===== config.mk =====
export PLATFORM = sky130hd
export DESIGN_NAME = ctx_save_seq
export DESIGN_NICKNAME = d
export VERILOG_FILES = /design/src/rtl/ctx_save_pkg.sv /design/src/rtl/ctx_step_map.sv /design/src/rtl/ctx_save_ctrl.sv /design/src/rtl/ctx_save_seq.sv
export SDC_FILE = /design/constraint.sdc
export NUM_CORES = 1
export LEC_CHECK = 0
export ABC_AREA = 1
export BUFFER_PORTS_ARGS = -buffer_cell sky130_fd_sc_hd__buf_4
export CAP_MARGIN = 20
export CORE_MARGIN = 2
export CORE_UTILIZATION = 38
export CTS_CLUSTER_DIAMETER = 200
export DETAILED_ROUTE_END_ITERATION = 8
export GPL_TIMING_DRIVEN = 0
export HOLD_SLACK_MARGIN = 0.03
export PLACE_DENSITY = 0.88
export SLEW_MARGIN = 20
export SYNTH_ARGS = -nofsm -noshare
export SYNTH_HDL_FRONTEND = slang
export SYNTH_HIERARCHICAL = 1
export SYNTH_SLANG_ARGS = --single-unit

===== constraint.sdc =====
create_clock -name clk -period 1.6 [get_ports clk]
set_input_delay 0.08 -clock clk [delete_from_list [all_inputs] [get_ports clk]]
set_output_delay 0.08 -clock clk [all_outputs]
set_load 0.005 [all_outputs]

===== src/rtl/ctx_save_pkg.sv =====
package ctx_save_pkg;

    localparam int CSS_AW = 12;
    localparam int CSS_DW = 32;

    typedef enum logic [1:0] {
        OP_COPY = 2'd0,
        OP_ZERO = 2'd1,
        OP_SET  = 2'd2,
        OP_CLR  = 2'd3
    } op_kind_e;

    typedef struct packed {
        op_kind_e          kind;
        logic [CSS_AW-1:0] src;
        logic [CSS_AW-1:0] dst;
    } step_op_t;

    typedef enum logic [1:0] {
        ST_IDLE  = 2'd0,
        ST_ISSUE = 2'd1,
        ST_WRITE = 2'd2
    } seq_state_e;

    // four steps per bank, four trailing copies, one status update
    function automatic int save_step_count(input int nbank);
        return 4 * nbank + 5;
    endfunction

    function automatic logic [CSS_DW-1:0] patch_bit(
        input logic [CSS_DW-1:0] word,
        input int unsigned       idx,
        input logic              set_it
    );
        logic [CSS_DW-1:0] m;
        m      = '0;
        m[idx] = 1'b1;
        return set_it ? (word | m) : (word & ~m);
    endfunction

endpackage


===== src/rtl/ctx_step_map.sv =====
module ctx_step_map import ctx_save_pkg::*; #(
    parameter int                NBANK          = 4,
    parameter int                STEP_W         = 5,
    parameter logic [CSS_AW-1:0] SRC_MASK_BASE  = 12'h010,
    parameter logic [CSS_AW-1:0] SRC_CPU_STRIDE = 12'h400,
    parameter logic [CSS_AW-1:0] SRC_AUX0       = 12'h800,
    parameter logic [CSS_AW-1:0] SRC_AUX1       = 12'h804,
    parameter logic [CSS_AW-1:0] SRC_SYNC_MASK  = 12'hC08,
    parameter logic [CSS_AW-1:0] SRC_SYNC_EN    = 12'hC0C,
    parameter logic [CSS_AW-1:0] DST_CPU0       = 12'h100,
    parameter logic [CSS_AW-1:0] DST_CPU1       = 12'h110,
    parameter logic [CSS_AW-1:0] DST_SEC0       = 12'h120,
    parameter logic [CSS_AW-1:0] DST_SEC1       = 12'h130,
    parameter logic [CSS_AW-1:0] DST_AUX0       = 12'h140,
    parameter logic [CSS_AW-1:0] DST_AUX1       = 12'h144,
    parameter logic [CSS_AW-1:0] DST_SYNC_MASK  = 12'h148,
    parameter logic [CSS_AW-1:0] DST_SYNC_EN    = 12'h14C,
    parameter logic [CSS_AW-1:0] DST_STATUS     = 12'h200
) (
    input  logic [STEP_W-1:0] step,
    input  logic              exit_mode,
    output step_op_t          op,
    output logic              last
);

    localparam int NSTEP      = save_step_count(NBANK);
    localparam int MASK_STEPS = 4 * NBANK;

    logic [CSS_AW-1:0] bank_off;
    logic [STEP_W-1:0] tail;

    always_comb begin
        bank_off = CSS_AW'({step >> 2, 2'b00});
        tail     = step - STEP_W'(MASK_STEPS);
        op.kind  = OP_ZERO;
        op.src   = '0;
        op.dst   = '0;
        if (exit_mode) begin
            op.kind = OP_CLR;
            op.dst  = DST_STATUS;
        end else if (int'(step) < MASK_STEPS) begin
            // per-bank order CPU0 copy, CPU1 copy, secure zeros
            case (step[1:0])
                2'd0: begin
                    op.kind = OP_COPY;
                    op.src  = SRC_MASK_BASE + bank_off;
                    op.dst  = DST_CPU0 + bank_off;
                end
                2'd1: begin
                    op.kind = OP_COPY;
                    op.src  = SRC_MASK_BASE + SRC_CPU_STRIDE + bank_off;
                    op.dst  = DST_CPU1 + bank_off;
                end
                2'd2: begin
                    op.kind = OP_ZERO;
                    op.dst  = DST_SEC0 + bank_off;
                end
                default: begin
                    op.kind = OP_ZERO;
                    op.dst  = DST_SEC1 + bank_off;
                end
            endcase
        end else begin
            // trailing copies, then the status update
            case (tail[2:0])
                3'd0: begin op.kind = OP_COPY; op.src = SRC_AUX0;      op.dst = DST_AUX0;      end
                3'd1: begin op.kind = OP_COPY; op.src = SRC_AUX1;      op.dst = DST_AUX1;      end
                3'd2: begin op.kind = OP_COPY; op.src = SRC_SYNC_MASK; op.dst = DST_SYNC_MASK; end
                3'd3: begin op.kind = OP_COPY; op.src = SRC_SYNC_EN;   op.dst = DST_SYNC_EN;   end
                default: begin op.kind = OP_SET; op.dst = DST_STATUS; end
            endcase
        end
        last = exit_mode || (int'(step) == NSTEP - 1);
    end

endmodule


===== src/rtl/ctx_save_ctrl.sv =====
module ctx_save_ctrl import ctx_save_pkg::*; #(
    parameter int STEP_W     = 5,
    parameter int STATUS_BIT = 3
) (
    input  logic              clk,
    input  logic              rst,
    input  logic              enter_req,
    input  logic              exit_req,
    input  logic              save_disable,
    input  step_op_t          op,
    input  logic              last,
    output logic [STEP_W-1:0] step,
    output logic              exit_mode,
    output logic              src_rd_en,
    output logic [CSS_AW-1:0] src_rd_addr,
    input  logic [CSS_DW-1:0] src_rd_data,
    output logic              ram_rd_en,
    output logic              ram_wr_en,
    output logic [CSS_AW-1:0] ram_addr,
    output logic [CSS_DW-1:0] ram_wr_data,
    input  logic [CSS_DW-1:0] ram_rd_data,
    output logic              busy,
    output logic              done
);

    seq_state_e state;
    logic       is_rmw;
    logic       step_fin;

    always_comb begin
        is_rmw      = (op.kind == OP_SET) || (op.kind == OP_CLR);
        step_fin    = (state == ST_WRITE) ||
                      (state == ST_ISSUE && op.kind == OP_ZERO);
        busy        = (state != ST_IDLE);
        src_rd_en   = (state == ST_ISSUE) && (op.kind == OP_COPY);
        src_rd_addr = op.src;
        ram_rd_en   = (state == ST_ISSUE) && is_rmw;
        ram_wr_en   = step_fin;
        ram_addr    = op.dst;
        ram_wr_data = '0;
        if (state == ST_WRITE) begin
            case (op.kind)
                OP_COPY: ram_wr_data = src_rd_data;
                OP_SET:  ram_wr_data = patch_bit(ram_rd_data, STATUS_BIT, 1'b1);
                OP_CLR:  ram_wr_data = patch_bit(ram_rd_data, STATUS_BIT, 1'b0);
                default: ram_wr_data = '0;
            endcase
        end
    end

    always_ff @(posedge clk) begin
        if (rst) begin
            state     <= ST_IDLE;
            step      <= '0;
            exit_mode <= 1'b0;
            done      <= 1'b0;
        end else begin
            done <= 1'b0;
            case (state)
                ST_IDLE: begin
                    if (enter_req) begin
                        if (save_disable) begin
                            done <= 1'b1;
                        end else begin
                            state     <= ST_ISSUE;
                            step      <= '0;
                            exit_mode <= 1'b0;
                        end
                    end else if (exit_req) begin
                        state     <= ST_ISSUE;
                        step      <= '0;
                        exit_mode <= 1'b1;
                    end
                end
                ST_ISSUE, ST_WRITE: begin
                    if (step_fin) begin
                        if (last) begin
                            state <= ST_IDLE;
                            done  <= 1'b1;
                        end else begin
                            state <= ST_ISSUE;
                            step  <= step + 1'b1;
                        end
                    end else begin
                        state <= ST_WRITE;
                    end
                end
                default: state <= ST_IDLE;
            endcase
        end
    end

    AST_DONE_SINGLE: assert property (@(posedge clk) disable iff (rst)
        done |=> !done);

    AST_IDLE_QUIET: assert property (@(posedge clk) disable iff (rst)
        !busy |-> !(src_rd_en || ram_rd_en || ram_wr_en));

    AST_STEP_ORDER: assert property (@(posedge clk) disable iff (rst)
        (busy && $past(busy)) |-> (step == $past(step) || step == $past(step) + 1'b1));

    AST_RMW_PAIR: assert property (@(posedge clk) disable iff (rst)
        (ram_wr_en && state == ST_WRITE && is_rmw) |->
        ($past(ram_rd_en) && ram_addr == $past(ram_addr)));

    AST_COPY_AFTER_READ: assert property (@(posedge clk) disable iff (rst)
        (ram_wr_en && state == ST_WRITE && op.kind == OP_COPY) |-> $past(src_rd_en));

endmodule


===== src/rtl/ctx_save_seq.sv =====
module ctx_save_seq import ctx_save_pkg::*; #(
    parameter int                NBANK          = 4,
    parameter logic [CSS_AW-1:0] SRC_MASK_BASE  = 12'h010,
    parameter logic [CSS_AW-1:0] SRC_CPU_STRIDE = 12'h400,
    parameter logic [CSS_AW-1:0] SRC_AUX0       = 12'h800,
    parameter logic [CSS_AW-1:0] SRC_AUX1       = 12'h804,
    parameter logic [CSS_AW-1:0] SRC_SYNC_MASK  = 12'hC08,
    parameter logic [CSS_AW-1:0] SRC_SYNC_EN    = 12'hC0C,
    parameter logic [CSS_AW-1:0] DST_CPU0       = 12'h100,
    parameter logic [CSS_AW-1:0] DST_CPU1       = 12'h110,
    parameter logic [CSS_AW-1:0] DST_SEC0       = 12'h120,
    parameter logic [CSS_AW-1:0] DST_SEC1       = 12'h130,
    parameter logic [CSS_AW-1:0] DST_AUX0       = 12'h140,
    parameter logic [CSS_AW-1:0] DST_AUX1       = 12'h144,
    parameter logic [CSS_AW-1:0] DST_SYNC_MASK  = 12'h148,
    parameter logic [CSS_AW-1:0] DST_SYNC_EN    = 12'h14C,
    parameter logic [CSS_AW-1:0] DST_STATUS     = 12'h200,
    parameter int                STATUS_BIT     = 3
) (
    input  logic              clk,
    input  logic              rst,
    input  logic              enter_req,
    input  logic              exit_req,
    input  logic              save_disable,
    output logic              src_rd_en,
    output logic [CSS_AW-1:0] src_rd_addr,
    input  logic [CSS_DW-1:0] src_rd_data,
    output logic              ram_rd_en,
    output logic              ram_wr_en,
    output logic [CSS_AW-1:0] ram_addr,
    output logic [CSS_DW-1:0] ram_wr_data,
    input  logic [CSS_DW-1:0] ram_rd_data,
    output logic              busy,
    output logic              done
);

    localparam int                STEP_W   = $clog2(save_step_count(NBANK));
    localparam logic [CSS_AW-1:0] SEC_SPAN = CSS_AW'(4 * NBANK);

    logic [STEP_W-1:0] step;
    logic              exit_mode;
    step_op_t          op;
    logic              last;

    ctx_step_map #(
        .NBANK(NBANK), .STEP_W(STEP_W),
        .SRC_MASK_BASE(SRC_MASK_BASE), .SRC_CPU_STRIDE(SRC_CPU_STRIDE),
        .SRC_AUX0(SRC_AUX0), .SRC_AUX1(SRC_AUX1),
        .SRC_SYNC_MASK(SRC_SYNC_MASK), .SRC_SYNC_EN(SRC_SYNC_EN),
        .DST_CPU0(DST_CPU0), .DST_CPU1(DST_CPU1),
        .DST_SEC0(DST_SEC0), .DST_SEC1(DST_SEC1),
        .DST_AUX0(DST_AUX0), .DST_AUX1(DST_AUX1),
        .DST_SYNC_MASK(DST_SYNC_MASK), .DST_SYNC_EN(DST_SYNC_EN),
        .DST_STATUS(DST_STATUS)
    ) map_i (
        .step(step), .exit_mode(exit_mode), .op(op), .last(last)
    );

    ctx_save_ctrl #(
        .STEP_W(STEP_W), .STATUS_BIT(STATUS_BIT)
    ) ctrl_i (
        .clk(clk), .rst(rst),
        .enter_req(enter_req), .exit_req(exit_req), .save_disable(save_disable),
        .op(op), .last(last), .step(step), .exit_mode(exit_mode),
        .src_rd_en(src_rd_en), .src_rd_addr(src_rd_addr), .src_rd_data(src_rd_data),
        .ram_rd_en(ram_rd_en), .ram_wr_en(ram_wr_en), .ram_addr(ram_addr),
        .ram_wr_data(ram_wr_data), .ram_rd_data(ram_rd_data),
        .busy(busy), .done(done)
    );

    AST_SECURE_ZERO: assert property (@(posedge clk) disable iff (rst)
        (ram_wr_en &&
         ((ram_addr >= DST_SEC0 && ram_addr < DST_SEC0 + SEC_SPAN) ||
          (ram_addr >= DST_SEC1 && ram_addr < DST_SEC1 + SEC_SPAN)))
        |-> (ram_wr_data == '0));

    AST_ONE_RAM_ACCESS: assert property (@(posedge clk) disable iff (rst)
        !(ram_wr_en && ram_rd_en));

endmodule


# Word-level counts from Yosys, hierarchy flattened

Cells that the tools add are included.

Logic and storage cells: 80
Register bits after elaboration: 9
Output and inout port bits: 61

Add/subtract/negate cells: 8
Equality and inequality tests: 16
$lt $le $gt $ge: 1
Reduce and logical (&&, ||, !) cells: 19
Muxes and demuxes: 32

Operators with widths:

| operator              | count |
|---|---|
| $pmux 32 s3           | 1 |
| $pmux 12 s4           | 1 |
| $add 9x5->10 const A  | 4 |
| $pmux 10 s4           | 1 |
| $pmux 12 s3           | 1 |
| $mux 32               | 1 |
| $mux 26               | 1 |
| $mux 5                | 5 |
| $mux 12               | 2 |
| $pmux 12 s2           | 1 |
| $add 11x5->12 const A | 1 |
| $mux 2                | 6 |
| $pmux 5 s2            | 1 |
| $mux 1                | 9 |
| $eq 2x2->1 const B    | 4 |
| $add 5x5->6 const A   | 1 |
| $eq 2x1->1 const B    | 3 |
| $eq 3x2->1 const B    | 2 |
| $logic_not 2->1       | 3 |
| $ne 2x2->1 const B    | 3 |
| $ne 3x3->1 const B    | 2 |
| $reduce_bool 2->1     | 3 |
| $add 5x1->5 const B   | 1 |
| $eq 5x5->1 const B    | 1 |
| other kinds (13)      | 18 |

# Depth between registers and ports, before layout

Gate-level depths: netlist of run 1.

Depth in word-level cells: 11
Gate-level depth with buffers: 11
Depth with buffers taken out: 11

# By module

Netlist of run 1, hierarchy kept.

By module, submodules not included:

| module        | sequential area each (um^2) | area each (um^2) | times used | cells each |
|---|---|---|---|---|
| ctx_save_ctrl | 180.2                       | 1224.9           | 1          | 214 |
| ctx_step_map  | 0.0                         | 242.7            | 1          | 46 |

# Least setup slack after synthesis of run 1

OpenSTA, ideal clock, no wires.

Path kind: register to output
Start point: register ctrl_i.step[2]
End point: output port ram_wr_data[23]
Cell stages (with the launch flop): 8
Data arrival time: 1.397 ns
Path buffers: 3
Slack: 0.123 ns
Path through: dfxtp_1 > nand2_2 > nand2_1 > buf_4 > buf_4 > clkbuf_1 > nand2_1 > a21oi_1

RTL lines:

| what                     | RTL line            | source |
|---|---|---|
| start: declaration       | ctx_save_ctrl.sv:12 | `output logic [STEP_W-1:0] step,` |
| start signal: assignment | ctx_save_ctrl.sv:82 | `step <= step + 1'b1;` |
| end: declaration         | ctx_save_seq.sv:31  | `output logic [CSS_DW-1:0] ram_wr_data,` |

==> flow_summary.yaml, run 1 <==
sta:
  post-route-period-util_pct: 104
  timing.hold.ws_ns: 0.0420
  period_minus_slack_ns: 1.66
  setup_ws_ns: -0.0639
  finalClockSkew_ns: 0.00410
  final-setup-viol-count: 27
  fmax_mhz: 601
  hold_violations: 0
  slew_violations: 0
  rsz0062_at_grt: "yes"
setup_path:
  worst-path-max-fanout: 7
  critPathSlowestCell: "dfxtp_4"
  crit_arrival_ns: 1.58
  crit_type: "register to output port"
  cp.required_ns: 1.52
  cp_slowest_stage_delay_ns: 0.41
  timing.critical_path.buf_inv: 3
  start_kind: "register"
  path_cells: "inv_4 -> nand2_4 -> nand2_4 -> nor2_4 -> buf_6 -> nand2_4 -> a21oi_2 -> buf_4"
  crit_family: "flip-flops"
  endpoint_kind: "output port"
  worst_path_most_repeated_cell: "nand2_4"
placement:
  routabilityCongestion: 0.813
  dp.cells: 435
  hpwl_um: 3930
  place_area_mm2: 0.00244
  io_buffers: 116
global_route:
  grtUsageTotal_pct: 22.7
  grt_pass1_wl_um: 7850
  grt_start_max_net_pins: 12
  grt_pass1_vias: 1764
  antenna_found_initial: 0
  grt-ovfl-total: 0
cts:
  cts_tree: "yes"
  cts_root_buf: "clkbuf_8"
  clk_path_buf_depth: 2
  cts.clk_slew.worst_paths_ns: 0.05
  cts_buffers: 3
  clock_sinks: 9
  clock_latency_ns: 0.24
  htreeDepth: 1
synthesis:
  synth_commonest_cells: "nand2_1, a21oi_1, buf_4"
  synth_area_mm2: 0.00147
  yosys-top-cells-area: "nand2_1, buf_4, a21oi_1"
  yosysTopAreaCellShare_pct: 21.0
  ys_types: 27
  synth-seq-cells: 9
  yosysTopAreaCell: "nand2_1"
  synth-main-ff-cell: "dfxtp_1"
  synth_warnings: 6
  synth_edf_count: 0
  syn_avg_cell_area_um2: 5.64
  synthArstFlopShare_pct: 0
  synth_most_common_cell: "nand2_1"
  synth_seq_area_share_pct: 12.3
  synthCells: 260
drt:
  totalWireLength_um: 5870
  dr.pass1.iters: 4
  vias_per_cell: 4.68
  wl_per_cell_um: 12.9
  ant_nets: 0
  drc: 0
  num_vias: 2126
  drt_iter0_drc: 69
outcome:
  failed_checks: "setup timing"
  status: "complete, but fails checks"
floorplanning:
  rows: 22
  die-area_mm2: 0.00438
  start_util_pct: 39.8
  core_area_mm2: 0.00369
  die_w_um: 66.1
  io_pins: 130
  dieHeight_um: 66.1
cells_and_area:
  fin_cells: 454
  nNetsFinal: 481
  antenna_cells: 0
  fin_util_pct: 78.0
  fillers: 268
  area_delta_synth_final_pct: 95.9
  fin_area_mm2: 0.00288
  drive_above_1_share_pct: 59.6
power_and_ir_drop:
  vdd_drop_max_uv: 702
  switchingPower_mw: 1.72
  seq_power_share_pct: 11.1
  power_density_mw_per_mm2: 1270
  p_comb_share_pct: 81.5
  p_sw_share_pct: 47.3
  leakagePower_nw: 1.52
  power.total_mw: 3.65
  p_clk_share_pct: 7.4
  cell_internal_pwr_mw: 1.92
run:
  maxCapViolations: 0
worst_hold_path:
  min_path_type: "primary input to register"
## sequential cells by signal, summed over array words and instances (netlist names)
name and count:
ctrl_i/done 1, ctrl_i/exit_mode 1, ctrl_i/state 2, ctrl_i/step 5
## cell usage in the layout (no fill, tap or decap), types with 4 or more instances in the layout
master and count:
nand3_1 8, inv_1 15, conb_1 12, a21oi_1 21, nand2_4 7, buf_6 7, a21oi_2 19, nand2_1 66
clkbuf_4 5, ha_1 4, buf_4 165, nor2_1 19, inv_2 4, nand2_2 12
## stage by stage
| step | setup slack [ns] | TNS (ns) |
|---|---|---|
| 2_1_floorplan | 0.123 | 0 |
| 3_3_place_gp | -0.230 | -6.61 |
| 3_5_place_dp | -0.260 | -7.32 |
| 4_1_cts | -0.00835 | -0.0170 |
| 5_1_grt | -0.121 | -2.52 |
| 6_report | -0.0639 | -0.548 |
## cell families after synthesis
family                     count (synthesis)  share of synthesized area [%]
AOI/OAI and AO/OA                         48                           17.1
adders and majority gates                  5                           4.26
buffers and inverters                     69                           27.9
DFF                                        9                           12.3
other                                      1                          0.256
and+or+nand+nor                          128                           38.2
## layout make-up
type	instances	area (um^2)	share of cell area, %
flip-flops and latches	9	195	6.79
multi-input cells	193	1120	39.0
well taps	48	60.1	2.09
repair buffers	133	1020	35.3
clock buffers	4	45.0	1.57
plain buffers	46	354	12.3
inverters	21	83.8	2.92
## layer usage
layer / up-vias / routed length [um] / share of wire [%] / track usage [%]
met5: - / 0 / 0 / 0
met4: 0 / 114 / 1.9 / 9.69
met3: 12 / 479 / 8.2 / 4.43
met2: 96 / 3030 / 52 / 40.6
met1: 950 / 2250 / 38 / 26.0
li1: 1068 / - / - / -
## power groups by stage
| stage | sequential (mW) | clock (mW) | combinational [mW] |
|---|---|---|---|
| after CTS | 0.390 | 0.277 | 2.62 |
| final | 0.406 | 0.269 | 2.97 |
| after detailed placement | 0.392 | 0 | 2.27 |
| after global placement | 0.387 | 0 | 2.23 |
| after floorplan | 0.363 | 0 | 1.47 |
| after global routing | 0.414 | 0.289 | 3.23 |
## path summary, 6_finish.rpt
| kind | slack, ns | depth (start not counted) | startpoint | endpoint |
|---|---|---|---|---|
| worst min-delay path | 0.04 | 2 | enter_req | ctrl_i/exit_mode |
| worst min register to register | 0.55 | 2 | ctrl_i/state[1] | ctrl_i/state[1] |
| worst max register to register | 0.11 | 11 | ctrl_i/step[4] | ctrl_i/step[4] |
| worst max-delay path | -0.06 | 8 | ctrl_i/step[4] | ram_wr_data[17] |
## what timing repair did
action,4_1_cts,5_1_grt
hold buffers,1,0
endpoints found under the setup margin,40,35
hold endpoints to repair,1,0
gates cloned,3,0
buffers inserted,8,5
pin swaps,2,15
gates resized for setup,43,47
Note: power is estimated with default switching activity, not from simulation.
==> inputs of run 2 (changes only) <==
--- a/config.mk
+++ b/config.mk
@@ -7,14 +7,14 @@
 export LEC_CHECK = 0
 export ABC_AREA = 1
 export BUFFER_PORTS_ARGS = -buffer_cell sky130_fd_sc_hd__buf_4
-export CAP_MARGIN = 20
+export CAP_MARGIN = 25
 export CORE_MARGIN = 2
 export CORE_UTILIZATION = 38
 export CTS_CLUSTER_DIAMETER = 200
 export DETAILED_ROUTE_END_ITERATION = 8
 export GPL_TIMING_DRIVEN = 0
 export HOLD_SLACK_MARGIN = 0.03
-export PLACE_DENSITY = 0.88
+export PLACE_DENSITY = 0.81
 export SLEW_MARGIN = 20
 export SYNTH_ARGS = -nofsm -noshare
 export SYNTH_HDL_FRONTEND = slang
==> flow_summary.yaml, run 2 (synthesis gave the netlist of run 1 again) <==
outcome:
  status: "complete, but fails checks"
  failed_checks: "setup timing"
setup_path:
  endpoint_kind: "output port"
  crit_type: "register to output port"
  crit_arrival_ns: 1.74
  worst-path-max-fanout: 5
  cp.required_ns: 1.52
  cp_slowest_stage_delay_ns: 0.38
  start_kind: "register"
  timing.critical_path.buf_inv: 5
  critPathSlowestCell: "dfxtp_4"
  worst_path_most_repeated_cell: "buf_6"
  crit_family: "buffers and inverters"
  path_cells: "buf_6 -> inv_4 -> nand2_4 -> nand2_4 -> nor2_4 -> buf_6 -> buf_6 -> nand2_1 -> a21oi_1 -> buf_4"
sta:
  rsz0062_at_grt: "yes"
  hold_violations: 0
  setup_tns_ns: -2.11
  slew_violations: 0
  setup_ws_ns: -0.216
  timing.hold.ws_ns: 0.0562
  fmax_mhz: 551
  finalClockSkew_ns: 0.000967
  period_minus_slack_ns: 1.82
  final-setup-viol-count: 27
  post-route-period-util_pct: 113
cts:
  cts_tree: "yes"
  clk_path_buf_depth: 2
  cts.clk_slew.worst_paths_ns: 0.04
  clock_latency_ns: 0.23
  cts_root_buf: "clkbuf_8"
  htreeDepth: 1
  cts_buffers: 3
  clock_sinks: 9
drt:
  ant_nets: 0
  num_vias: 2213
  drc: 0
  wl_per_cell_um: 14.4
  drt_iter0_drc: 110
  dr.pass1.iters: 4
  vias_per_cell: 4.85
  totalWireLength_um: 6590
power_and_ir_drop:
  power.total_mw: 3.99
  leakagePower_nw: 1.56
  power_density_mw_per_mm2: 1330
  vdd_drop_max_uv: 848
cells_and_area:
  top_regs: "ctrl_i/step: 5 flops, ctrl_i/state: 2 flops"
  final_common_cell: "buf_4"
  largest_register_ffs: 5
  mostFrequentLayoutCells: "buf_4, nand2_1, a21oi_2"
  drive_above_1_share_pct: 64.0
  fin_area_mm2: 0.00300
  nNetsFinal: 483
  multiInputGateArea_mm2: 0.00120
  area_delta_synth_final_pct: 104
  layout.area.seq_um2: 195
  antenna_cells: 0
  largest-register: "ctrl_i/step"
  fillers: 256
global_route:
  grt_pass1_wl_um: 8460
  antenna_found_initial: 0
  grtUsageTotal_pct: 24.5
  grt_pass1_vias: 1892
  grt_start_max_net_pins: 12
  grt-ovfl-total: 0
placement:
  pre_cts_slack_ns: -0.294
  hpwl_um: 4050
  place_area_mm2: 0.00244
  io_buffers: 116
  routabilityCongestion: 0.803
floorplanning:
  rows: 22
  io_pins: 130
  core_area_mm2: 0.00369
  die-area_mm2: 0.00438
  start_util_pct: 39.8
  dieHeight_um: 66.1
  die_w_um: 66.1
worst_hold_path:
  min_path_type: "primary input to register"
run:
  maxCapViolations: 0
run 2: changes by cell type in the layout (fill, tap and decap cells not counted), sizes merged:
cell	delta
buf	+5
clkbuf	-3
run 2: final timing paths:
check             startpoint                to  slack (ns)  cells past startpoint
min                enter_req  ctrl_i/exit_mode        0.06                      2
max reg2reg   ctrl_i/step[4]    ctrl_i/step[2]        0.08                     11
min reg2reg  ctrl_i/state[1]   ctrl_i/state[1]        0.56                      2
max           ctrl_i/step[4]   ram_wr_data[19]       -0.22                     10
run 2: worst reg2reg max path: stages (launching register included):
cell,delay (ns)
dfxtp_4,0.38
buf_6,0.11
inv_4,0.03
nand2_4,0.06
nand2_4,0.06
buf_4,0.12
buf_4,0.15
nand3_4,0.09
nand3_4,0.11
buf_4,0.16
nand3_1,0.07
a21oi_1,0.06
run 2: timing repair:
item,4_1_cts,5_1_grt
resized for setup,65,54
endpoints found under the setup margin,40,37
hold buffers,1,0
pin swaps,13,24
endpoints found under the hold margin,1,0
cloned,3,0
setup buffers,10,6
run 2: power by group:
group	internal (mW)	switching, mW	total (mW)
registers	0.302	0.106	0.408
logic	1.61	1.71	3.32
clock network	0.173	0.0880	0.261
total	2.09	1.90	3.99
run 2: final cells by class:
class                           instances  area share (%)
Tap cell                               48            2.01
Buffer                                 45            11.7
Sequential cell                         9            6.52
Multi-Input combinational cell        193            40.2
Timing Repair Buffer                  136            35.3
Inverter                               21            2.80
Clock buffer                            4            1.50
run 2: per-layer routing:
layer	vias up	track usage (%)	wire length, um	part of all wire [%]
met5	-	0	0	0
met4	0	8.67	230	3.5
met3	24	4.43	458	7.0
met2	105	46.8	3560	54
met1	1008	26.6	2340	35
li1	1076	-	-	-
run 2: stage by stage:
stage | cells | util (%)
after floorplan | 271 | -
after global placement | 435 | 66.1
after detailed placement | 435 | 66.1
after CTS | 451 | 74.8
after global routing | 456 | 81.2
final | 456 | 81.2
==> inputs of run 3 (changes only) <==
--- a/config.mk
+++ b/config.mk
@@ -9,12 +9,12 @@
 export BUFFER_PORTS_ARGS = -buffer_cell sky130_fd_sc_hd__buf_4
 export CAP_MARGIN = 25
 export CORE_MARGIN = 2
-export CORE_UTILIZATION = 38
-export CTS_CLUSTER_DIAMETER = 200
+export CORE_UTILIZATION = 39
+export CTS_BUF_LIST = sky130_fd_sc_hd__clkbuf_8
 export DETAILED_ROUTE_END_ITERATION = 8
 export GPL_TIMING_DRIVEN = 0
 export HOLD_SLACK_MARGIN = 0.03
-export PLACE_DENSITY = 0.81
+export PLACE_DENSITY = 0.83
 export SLEW_MARGIN = 20
 export SYNTH_ARGS = -nofsm -noshare
 export SYNTH_HDL_FRONTEND = slang
==> flow_summary.yaml, run 3 (synthesis gave the netlist of run 1 again) <==
outcome:
  failed_checks: "setup timing"
  status: "complete, but fails checks"
sta:
  period_minus_slack_ns: 1.62
  final-setup-viol-count: 4
  rsz0062_at_grt: "yes"
  finalClockSkew_ns: 0.000660
  hold_violations: 0
  fmax_mhz: 617
  post-route-period-util_pct: 101
  slew_violations: 0
  setup_ws_ns: -0.0207
global_route:
  grtUsageTotal_pct: 22.9
  grt-ovfl-total: 0
  grt_pass1_wl_um: 7890
  grt_pass1_vias: 1707
  antenna_found_initial: 0
  grt_start_max_net_pins: 12
placement:
  hpwl_um: 4130
  place_area_mm2: 0.00244
  io_buffers: 116
  routabilityCongestion: 0.821
power_and_ir_drop:
  leakagePower_nw: 1.50
  vdd_drop_max_uv: 832
  p_sw_share_pct: 47.3
  switchingPower_mw: 1.70
  p_comb_share_pct: 81.6
  seq_power_share_pct: 11.3
  p_clk_share_pct: 7.1
  power_density_mw_per_mm2: 1270
  cell_internal_pwr_mw: 1.90
cts:
  cts_buffers: 3
  cts_root_buf: "clkbuf_8"
  htreeDepth: 1
  cts.clk_slew.worst_paths_ns: 0.04
  clk_path_buf_depth: 2
  clock_sinks: 9
  cts_tree: "yes"
  clock_latency_ns: 0.23
setup_path:
  endpoint_kind: "output port"
  r2r_slack_ns: 0.11
  start_kind: "register"
  cp.required_ns: 1.52
  crit_arrival_ns: 1.54
  crit_type: "register to output port"
  worst-path-max-fanout: 10
cells_and_area:
  largest_register_ffs: 5
  final_common_cell: "buf_4"
  mostFrequentLayoutCells: "buf_4, nand2_1, a21oi_2"
  area_delta_synth_final_pct: 93.8
  nNetsFinal: 481
  fillers: 271
  drive_above_1_share_pct: 57.9
  top_regs: "ctrl_i/step: 5 flops, ctrl_i/state: 2 flops"
  multiInputGateArea_mm2: 0.00109
  largest-register: "ctrl_i/step"
  layout.area.seq_um2: 194
  antenna_cells: 0
  fin_area_mm2: 0.00284
  fin_util_pct: 78.3
drt:
  drc: 0
  totalWireLength_um: 6110
  dr.pass1.iters: 4
  drt_iter0_drc: 138
  wl_per_cell_um: 13.5
  ant_nets: 0
  num_vias: 2156
  vias_per_cell: 4.75
floorplanning:
  dieHeight_um: 65.3
  die_w_um: 65.3
  core_area_mm2: 0.00363
  io_pins: 130
  start_util_pct: 40.4
  die-area_mm2: 0.00427
  rows: 22
run:
  maxCapViolations: 0
worst_hold_path:
  min_path_type: "primary input to register"
-- run 3: routing by layer --
metal,global-route usage [%],vias up,part of all wire [%]
li1,-,1071,-
met1,26.6,976,36
met2,42.6,101,55
met3,4.62,8,8.1
met4,5.47,0,1.2
met5,0,-,0
-- run 3: cell type report --
class | instances | area share [%]
multi-input combinational | 193 | 38.4
timing repair buffer | 133 | 35.7
buffer | 46 | 12.4
sequential | 9 | 6.82
inverter | 21 | 3.04
tap | 48 | 2.11
clock buffer | 3 | 1.45
clock inverter | 1 | 0.132
-- run 3: critical path, cell delays in order (launching register included) --
cell     delay, ns
dfxtp_4       0.37
nand2_8       0.09
nand2_8       0.08
nor2_4        0.25
buf_6         0.16
nand2_1       0.05
a21oi_1       0.15
buf_4         0.14
-- run 3: power by group through the flow --
| stage | logic (mW) | registers [mW] | clock network, mW |
|---|---|---|---|
| 4_1_cts | 2.60 | 0.392 | 0.262 |
| 3_3_place_gp | 2.23 | 0.388 | 0 |
| 6_report | 2.94 | 0.407 | 0.256 |
| 5_1_grt | 3.20 | 0.418 | 0.277 |
| 3_5_place_dp | 2.27 | 0.393 | 0 |
| 2_1_floorplan | 1.47 | 0.363 | 0 |
-- run 3: metrics by stage --
step	TNS (ns)	worst slack, ns	std cells	hold slack [ns]	power, mW
final	-0.0457	-0.0207	454	0.0467	3.60
after global routing	-1.60	-0.0824	454	0.0573	3.89
after CTS	-0.000874	-0.000874	449	0.0488	3.25
after detailed placement	-8.47	-0.305	435	0.263	2.66
after global placement	-6.88	-0.267	435	0.260	2.62
after floorplan	0	0.123	271	0.149	1.83
-- run 3: worst paths after layout --
| path | start | to | cells past startpoint |
|---|---|---|---|
| setup reg to reg | ctrl_i/step[1] | ctrl_i/step[4] | 9 |
| hold / removal | enter_req | ctrl_i/exit_mode | 2 |
| hold reg to reg | ctrl_i/state[0] | ctrl_i/state[0] | 2 |
| setup / recovery | ctrl_i/step[4] | ram_wr_data[7] | 7 |
-- run 3: timing repair --
item / CTS / global route
setup endpoints to repair: 41 / 36
pin swaps: 3 / 6
gates resized for setup: 37 / 43
hold buffers: 1 / 0
endpoints found under the hold margin: 1 / 0
buffers inserted: 8 / 5
cloned: 3 / 0
